`src/rtl/shift_rotate_unit.sv`:
```
module shift_rotate_unit #(
  parameter int W = 8,
  parameter int AMT_W = 5,
  parameter bit REGISTERED = 1'b1
) (
  input  logic                    clk,
  input  logic                    rst,
  input  logic                    in_valid,
  input  logic [W-1:0]            data_in,
  input  logic signed [AMT_W-1:0] amount,
  input  logic [2:0]              op,
  output logic [W-1:0]            data_out,
  output logic                    left_lost,
  output logic                    right_lost,
  output logic                    out_valid
);

  localparam logic [W-1:0] ONES = '1;

  logic [AMT_W-1:0] mag;
  logic             neg, go_left, is_rot, is_pass, is_arith;
  int unsigned      k, rk;
  logic [W-1:0]     low_mask, high_mask, rot_l, rot_r, res;
  logic             lost_top, lost_bot, fl_left, fl_right;

  assign neg      = amount[AMT_W-1];
  assign mag      = neg ? (~amount + 1'b1) : amount;
  assign go_left  = ~(op[0] ^ neg);
  assign is_rot   = op[2] & ~op[1];
  assign is_pass  = op[2] & op[1];
  assign is_arith = ~op[2] & op[1];
  assign k        = 32'(mag);
  assign rk       = k % W;

  assign low_mask  = ~(ONES << k);
  assign high_mask = ~(ONES >> k);
  assign lost_top  = |(data_in & high_mask);
  assign lost_bot  = |(data_in & low_mask);

  assign rot_l = (rk == 0) ? data_in : ((data_in << rk) | (data_in >> (W - rk)));
  assign rot_r = (rk == 0) ? data_in : ((data_in >> rk) | (data_in << (W - rk)));

  always_comb begin
    res = data_in;
    if (is_pass)
      res = data_in;
    else if (is_rot)
      res = go_left ? rot_l : rot_r;
    else if (go_left)
      res = (data_in << k) | ((is_arith & data_in[0]) ? low_mask : '0);
    else
      res = (data_in >> k) | ((is_arith & data_in[W-1]) ? high_mask : '0);
  end

  assign fl_left  = ~is_pass & ~is_rot & go_left & lost_top;
  assign fl_right = ~is_pass & ~is_rot & ~go_left & lost_bot;

  generate
    if (REGISTERED) begin : g_reg
      always_ff @(posedge clk) begin
        if (rst) begin
          data_out   <= '0;
          left_lost  <= 1'b0;
          right_lost <= 1'b0;
          out_valid  <= 1'b0;
        end else begin
          data_out   <= res;
          left_lost  <= fl_left;
          right_lost <= fl_right;
          out_valid  <= in_valid;
        end
      end

      a_r9_valid_follows: assert property (@(posedge clk) disable iff (rst)
        in_valid |=> out_valid);
      a_r9_reset_clears: assert property (@(posedge clk)
        rst |=> (!out_valid && !left_lost && !right_lost && data_out == '0));
      a_r7_pass_registered: assert property (@(posedge clk) disable iff (rst)
        (op[2] && op[1]) |=> (data_out == $past(data_in) && !left_lost && !right_lost));
    end else begin : g_comb
      assign data_out   = res;
      assign left_lost  = fl_left;
      assign right_lost = fl_right;
      assign out_valid  = in_valid;
    end
  endgenerate

  a_r8_rotate_no_flags: assert property (@(posedge clk) disable iff (rst)
    (op[2] && !op[1]) |-> (!fl_left && !fl_right));
  a_r8_zero_identity: assert property (@(posedge clk) disable iff (rst)
    (amount == '0) |-> (res == data_in && !fl_left && !fl_right));
  a_r5_r6_one_flag: assert property (@(posedge clk) disable iff (rst)
    !(fl_left && fl_right));
  a_r7_pass_through: assert property (@(posedge clk) disable iff (rst)
    (op[2] && op[1]) |-> (res == data_in));

endmodule

```
`config.mk`:
```
export PLATFORM = sky130hd
export DESIGN_NAME = shift_rotate_unit
export DESIGN_NICKNAME = d
export VERILOG_FILES = /design/src/rtl/shift_rotate_unit.sv
export SDC_FILE = /design/constraint.sdc
export NUM_CORES = 1
export LEC_CHECK = 0
export BUFFER_PORTS_ARGS = -buffer_cell sky130_fd_sc_hd__buf_2
export CAP_MARGIN = 30
export CORE_MARGIN = 2
export CORE_UTILIZATION = 56
export CTS_CLUSTER_SIZE = 24
export DETAILED_ROUTE_END_ITERATION = 7
export PLACE_DENSITY = 0.78
export SLEW_MARGIN = 25
export SYNTH_ARGS = -nofsm -noshare
export SYNTH_HDL_FRONTEND = slang
export SYNTH_SLANG_ARGS = --single-unit
```
`constraint.sdc`:
```
create_clock -name clk -period 8.2 [get_ports clk]
set_input_delay 0.41 -clock clk [delete_from_list [all_inputs] [get_ports clk]]
set_output_delay 0.41 -clock clk [all_outputs]
set_load 0.02 [all_outputs]
```
== Yosys cells after proc, flatten, opt, wreduce, memory -nomap -nowiden ==
Cells that the tools add are included.

* Bits of input ports: 19
* Register bits after elaboration: 11

* Reductions and logical operators: 3
* Shift-type cells: 8
* Bitwise logic cells: 25
* Mux-type cells: 9
* Add/sub/neg operators: 2

{| class="wikitable"
|+ Operators by type and width
! operator !! number
|-
| $mux 8 || 8
|-
| $logic_not 32->1 || 1
|-
| $or 8x8->8 || 4
|-
| $shl 8x32->8 || 1
|-
| $shr 8x32->8 || 1
|-
| $and 8x8->8 || 2
|-
| $not 8->8 || 2
|-
| $reduce_or 8->1 || 2
|-
| $and 1x1->1 || 10
|-
| $shl 8x3->8 || 1
|-
| $shl 8x5->8 || 1
|-
| $shl 8x5->8 const A || 1
|-
| $shr 8x3->8 || 1
|-
| $shr 8x5->8 || 1
|-
| $shr 8x5->8 const A || 1
|-
| $add 5x1->5 const B || 1
|-
| $mux 5 || 1
|-
| $not 1->1 || 5
|-
| $not 5->5 || 1
|-
| $sub 4x3->5 const A || 1
|-
| $xor 1x1->1 || 1
|}

== Depth between registers and ports, before layout ==
* Depth after elaboration: 10
* Gate-level depth with buffers: 16
* Depth with buffers taken out: 12

== Least setup slack after synthesis ==
No wires, ideal clock.

* Kind: input port to flip-flop
* From: in amount[0]
* To: reg data_out[7]
* Slack: 4,791 ps
* Arrival: 3,290 ps
* Stages on the path: 14
* Setup time: 120 ps
* Cell sequence: buf_6 -> inv_1 -> ha_1 -> mux2_2 -> buf_2 -> inv_2 -> buf_4 -> ha_1 -> clkbuf_1 -> mux4_2 -> mux2i_1 -> o221a_2 -> a31oi_1 -> a211o_1

* Cells in the longest elaborated chain, start to end: 10
* Elaborated cells on any way between the ends: 27

{| class="wikitable"
|+ RTL lines
! what !! RTL line !! RTL
|-
| from (decl) || 10 || <nowiki>input logic signed [AMT_W-1:0] amount,</nowiki>
|-
| $not 5->5 || 27 || <nowiki>assign mag = neg ? (~amount + 1'b1) : amount;</nowiki>
|-
| $add 5x1->5 || 27 ||
|-
| $mux 5 (*) || 27 ||
|-
| $sub 4x3->5, or another cell as far along || 40, 41 ||
|-
| $shr 8x32->8, or another cell as far along || 40 || <nowiki>assign rot_l = (rk == 0) ? data_in : ((data_in << rk) | (data_in >> (W - rk)));</nowiki>
|-
| $or 8x8->8, or another cell as far along || 40 ||
|-
| $mux 8, or another cell as far along || 40 ||
|-
| $mux 8, on equally long branches || 48, 49 ||
|-
| $mux 8 (*) || 47 || <nowiki>else if (is_rot)</nowiki>
|-
| $mux 8 (*) || 45 || <nowiki>if (is_pass)</nowiki>
|-
| to (signal assigned) || 67 || <nowiki>data_out <= res;</nowiki>
|-
| to (decl) || 12 || <nowiki>output logic [W-1:0] data_out,</nowiki>
|}

Every way passes the cells marked *; elsewhere a longest branch is shown, timed or not.
A chain may end at the register's enable or synchronous reset.

== Worst setup path after layout ==
Same ends and word-level chain as after synthesis.

==> out/results.txt <==
Ratio of cells with drive above 1 in the final layout: 0.2069
Synth Register Bits: 11
Status: finished, final reports clean
Crit-path cells: buf_2, inv_1, ha_1, mux2_2, inv_2, ha_1, mux4_2, mux2i_1, o221a_2, a31oi_1, a211o_1
Yosys cell types: 66
Critical path type: in2reg
Mapped Nets: 303
Yosys top cell area share: 0.1220
Worst Max-Slew Pin Slew: 0.9647 ns
First-pass GRT wire length: 11620 um
Critical path data arrival time: 4.37 ns
PD cells: 133.0 mW/mm^2
Hold Fails Final Rpt: 0
ANT cells: 0
CTS Buffer Depth: 2
Crit path capture type: register
Asr flop ratio synth: 0
Initial Util: 0.5827
Final cell count without fillers: 338
CP max FO: 37
Yosys warning count: 0
P_leak: 0.9232 nW
HP Class: in2reg
Routed vias: 2461
Post-CTS setup buffers: 0
Startpoint Class: primary input
Grt met1 use: 0.4716
Top cells by area, synth: mux2i_1 12%, dfxtp_1 10%, mux4_2 6.3%, nand2_1 5.1%, a21oi_1 4.9%
Core area: 0.003661 sq mm
Io pins: 30
First-pass DRT Iterations: 5
Post_cts resized: 0
Setup violators final: 0
Final Wtd Congestion: 1.071
Max cap viols: 0
CTS hold repair buffers: 0
Leading area contributor after synthesis: mux2i_1
Most Crowded Layer GR: met2
Main flop type after synthesis: dfxtp_1
Remaining DRCs: 0
# fillers: 332
Clock-pin slew on the worst setup and hold paths: 0.05 ns
Syn Inst Count: 281
Fin area: 0.002266 sq mm
DR iter-0 viols: 400
Worst path most repeated cell: ha_1
Vias/cell: 7.281
Fin. max-slew vios: 0
Grt total ovfl: 0
CP max stage delay: 0.63 ns
Setup TNS: 0 ns
Peak VDD IR: 0.05009 mV
Hold Slack: 0.3771 ns
Die Area: 0.004319 sq mm
Seq/Total Area, Yosys: 0.1032
Post-layout min period: 4.242 ns
Vias in the first global route: 2253
PortBufs: 29
TritonCTS Buffers: 3
Nets: 313
Clock tree from TritonCTS: done
Initial antenna violation count: 0
Htree depth: 1
RSZ-0062 raised after global routing: false
Slew headroom: 0.3547
EDFF count, synth: 0
Post-Syn Area per Cell: 7.592 sq um
P&R area growth vs syn: 6.217%
Row count: 22
Drt wl/cell: 20.68 um
Root Driver: clkbuf_8
Required time of the critical path: 8.33 ns
Gr usage total: 0.3487
WP buf/inv: 3
Die Wd: 65.72 um
CP max stage cell: ha_1
Die Ht: 65.72 um
Placed Cells: 334
FMAX: 235.7 MHz
Dpl hpwl: 5061 um
Synthesized cell area: 0.002133 sq mm
M3 GR Usage: 0.08219
Crit share post-route: 0.5173
GR Util met2: 0.5341
DRT Wirelength: 6989 um
ANT nets after route: 0
Post-Place Cell Area: 0.002212 sq mm
TritonCTS sink count: 11
CP top delay family: buffers and inverters
Largest net degree at the start of global routing: 38
sequential cells by signal (all words and copies together) (netlist names):
signal and cells:
right_lost 1, out_valid 1, data_out 8, left_lost 1
routing by layer:
metal | vias up | part of all wire
li1 | 1103 | -
met1 | 1094 | 0.38
met2 | 216 | 0.43
met3 | 48 | 0.14
met4 | 0 | 0.047
met5 | - | 0
logic make-up (layout without fill, tap and decap cells):
logic type	count (synthesis)	after routing	share of synthesized area
buffers and inverters	36	45	0.08152
multiplexers	39	39	0.2293
AND/OR/NAND/NOR	80	80	0.1812
adder cells (fa/ha/maj)	3	3	0.01760
XOR/XNOR	4	4	0.02522
AO/OA/AOI/OAI	108	108	0.3619
flip-flops	11	11	0.1032
cell usage after synthesis, types with 9 or more instances:
cell and count:
a21oi_1 21, nor2_1 14, clkbuf_1 13, o21ai_0 21, inv_1 9, dfxtp_1 11, nand2_1 29, mux2i_1 26
stage by stage:
| stage | util | power (mW) | setup WS, ns |
|---|---|---|---|
| 3_3_place_gp | 0.6042 | 0.2394 | 3.879 |
| 2_1_floorplan | - | 0.1989 | 4.791 |
| 5_1_grt | 0.6189 | 0.3196 | 3.700 |
| 4_1_cts | 0.6165 | 0.2941 | 3.933 |
| 6_report | 0.6189 | 0.3013 | 3.958 |
| 3_5_place_dp | 0.6042 | 0.2390 | 3.668 |
area by class of cell:
cell class	count	area (sq um)	area share
clock buffers	4	45.04	0.01988
repair buffers	29	145.1	0.06405
well taps	48	60.06	0.02650
multi-input cells	234	1748	0.7714
inverters	12	47.55	0.02098
flip-flops and latches	11	220.2	0.09718
power breakdown:
group	switching, mW	leakage (nW)	internal (mW)	total (mW)
combinational	0.116	0.809	0.0692	0.186
clock	0.0211	0.0228	0.0342	0.0553
sequential	0.00122	0.0911	0.0591	0.0604
total	0.139	0.923	0.163	0.301
cell usage in the layout, fill, tap and decap left out, types with 6 or more instances in the layout:
master,count
a21oi_1,21
a31oi_1,6
buf_2,29
dfxtp_1,11
inv_1,9
mux2i_1,26
mux4_2,6
nand2_1,29
nand3_1,6
nor2_1,14
nor3_1,6
o2111ai_1,6
o21ai_0,21
o22ai_1,6
path summary, 6_finish.rpt:
| check | from | end | slack (ns) | cells after the start |
|---|---|---|---|---|
| min | in_valid | out_valid | 0.38 | 2 |
| max | amount[0] | data_out[7] | 3.96 | 11 |
No activity file was read; power rests on OpenSTA's default activity.
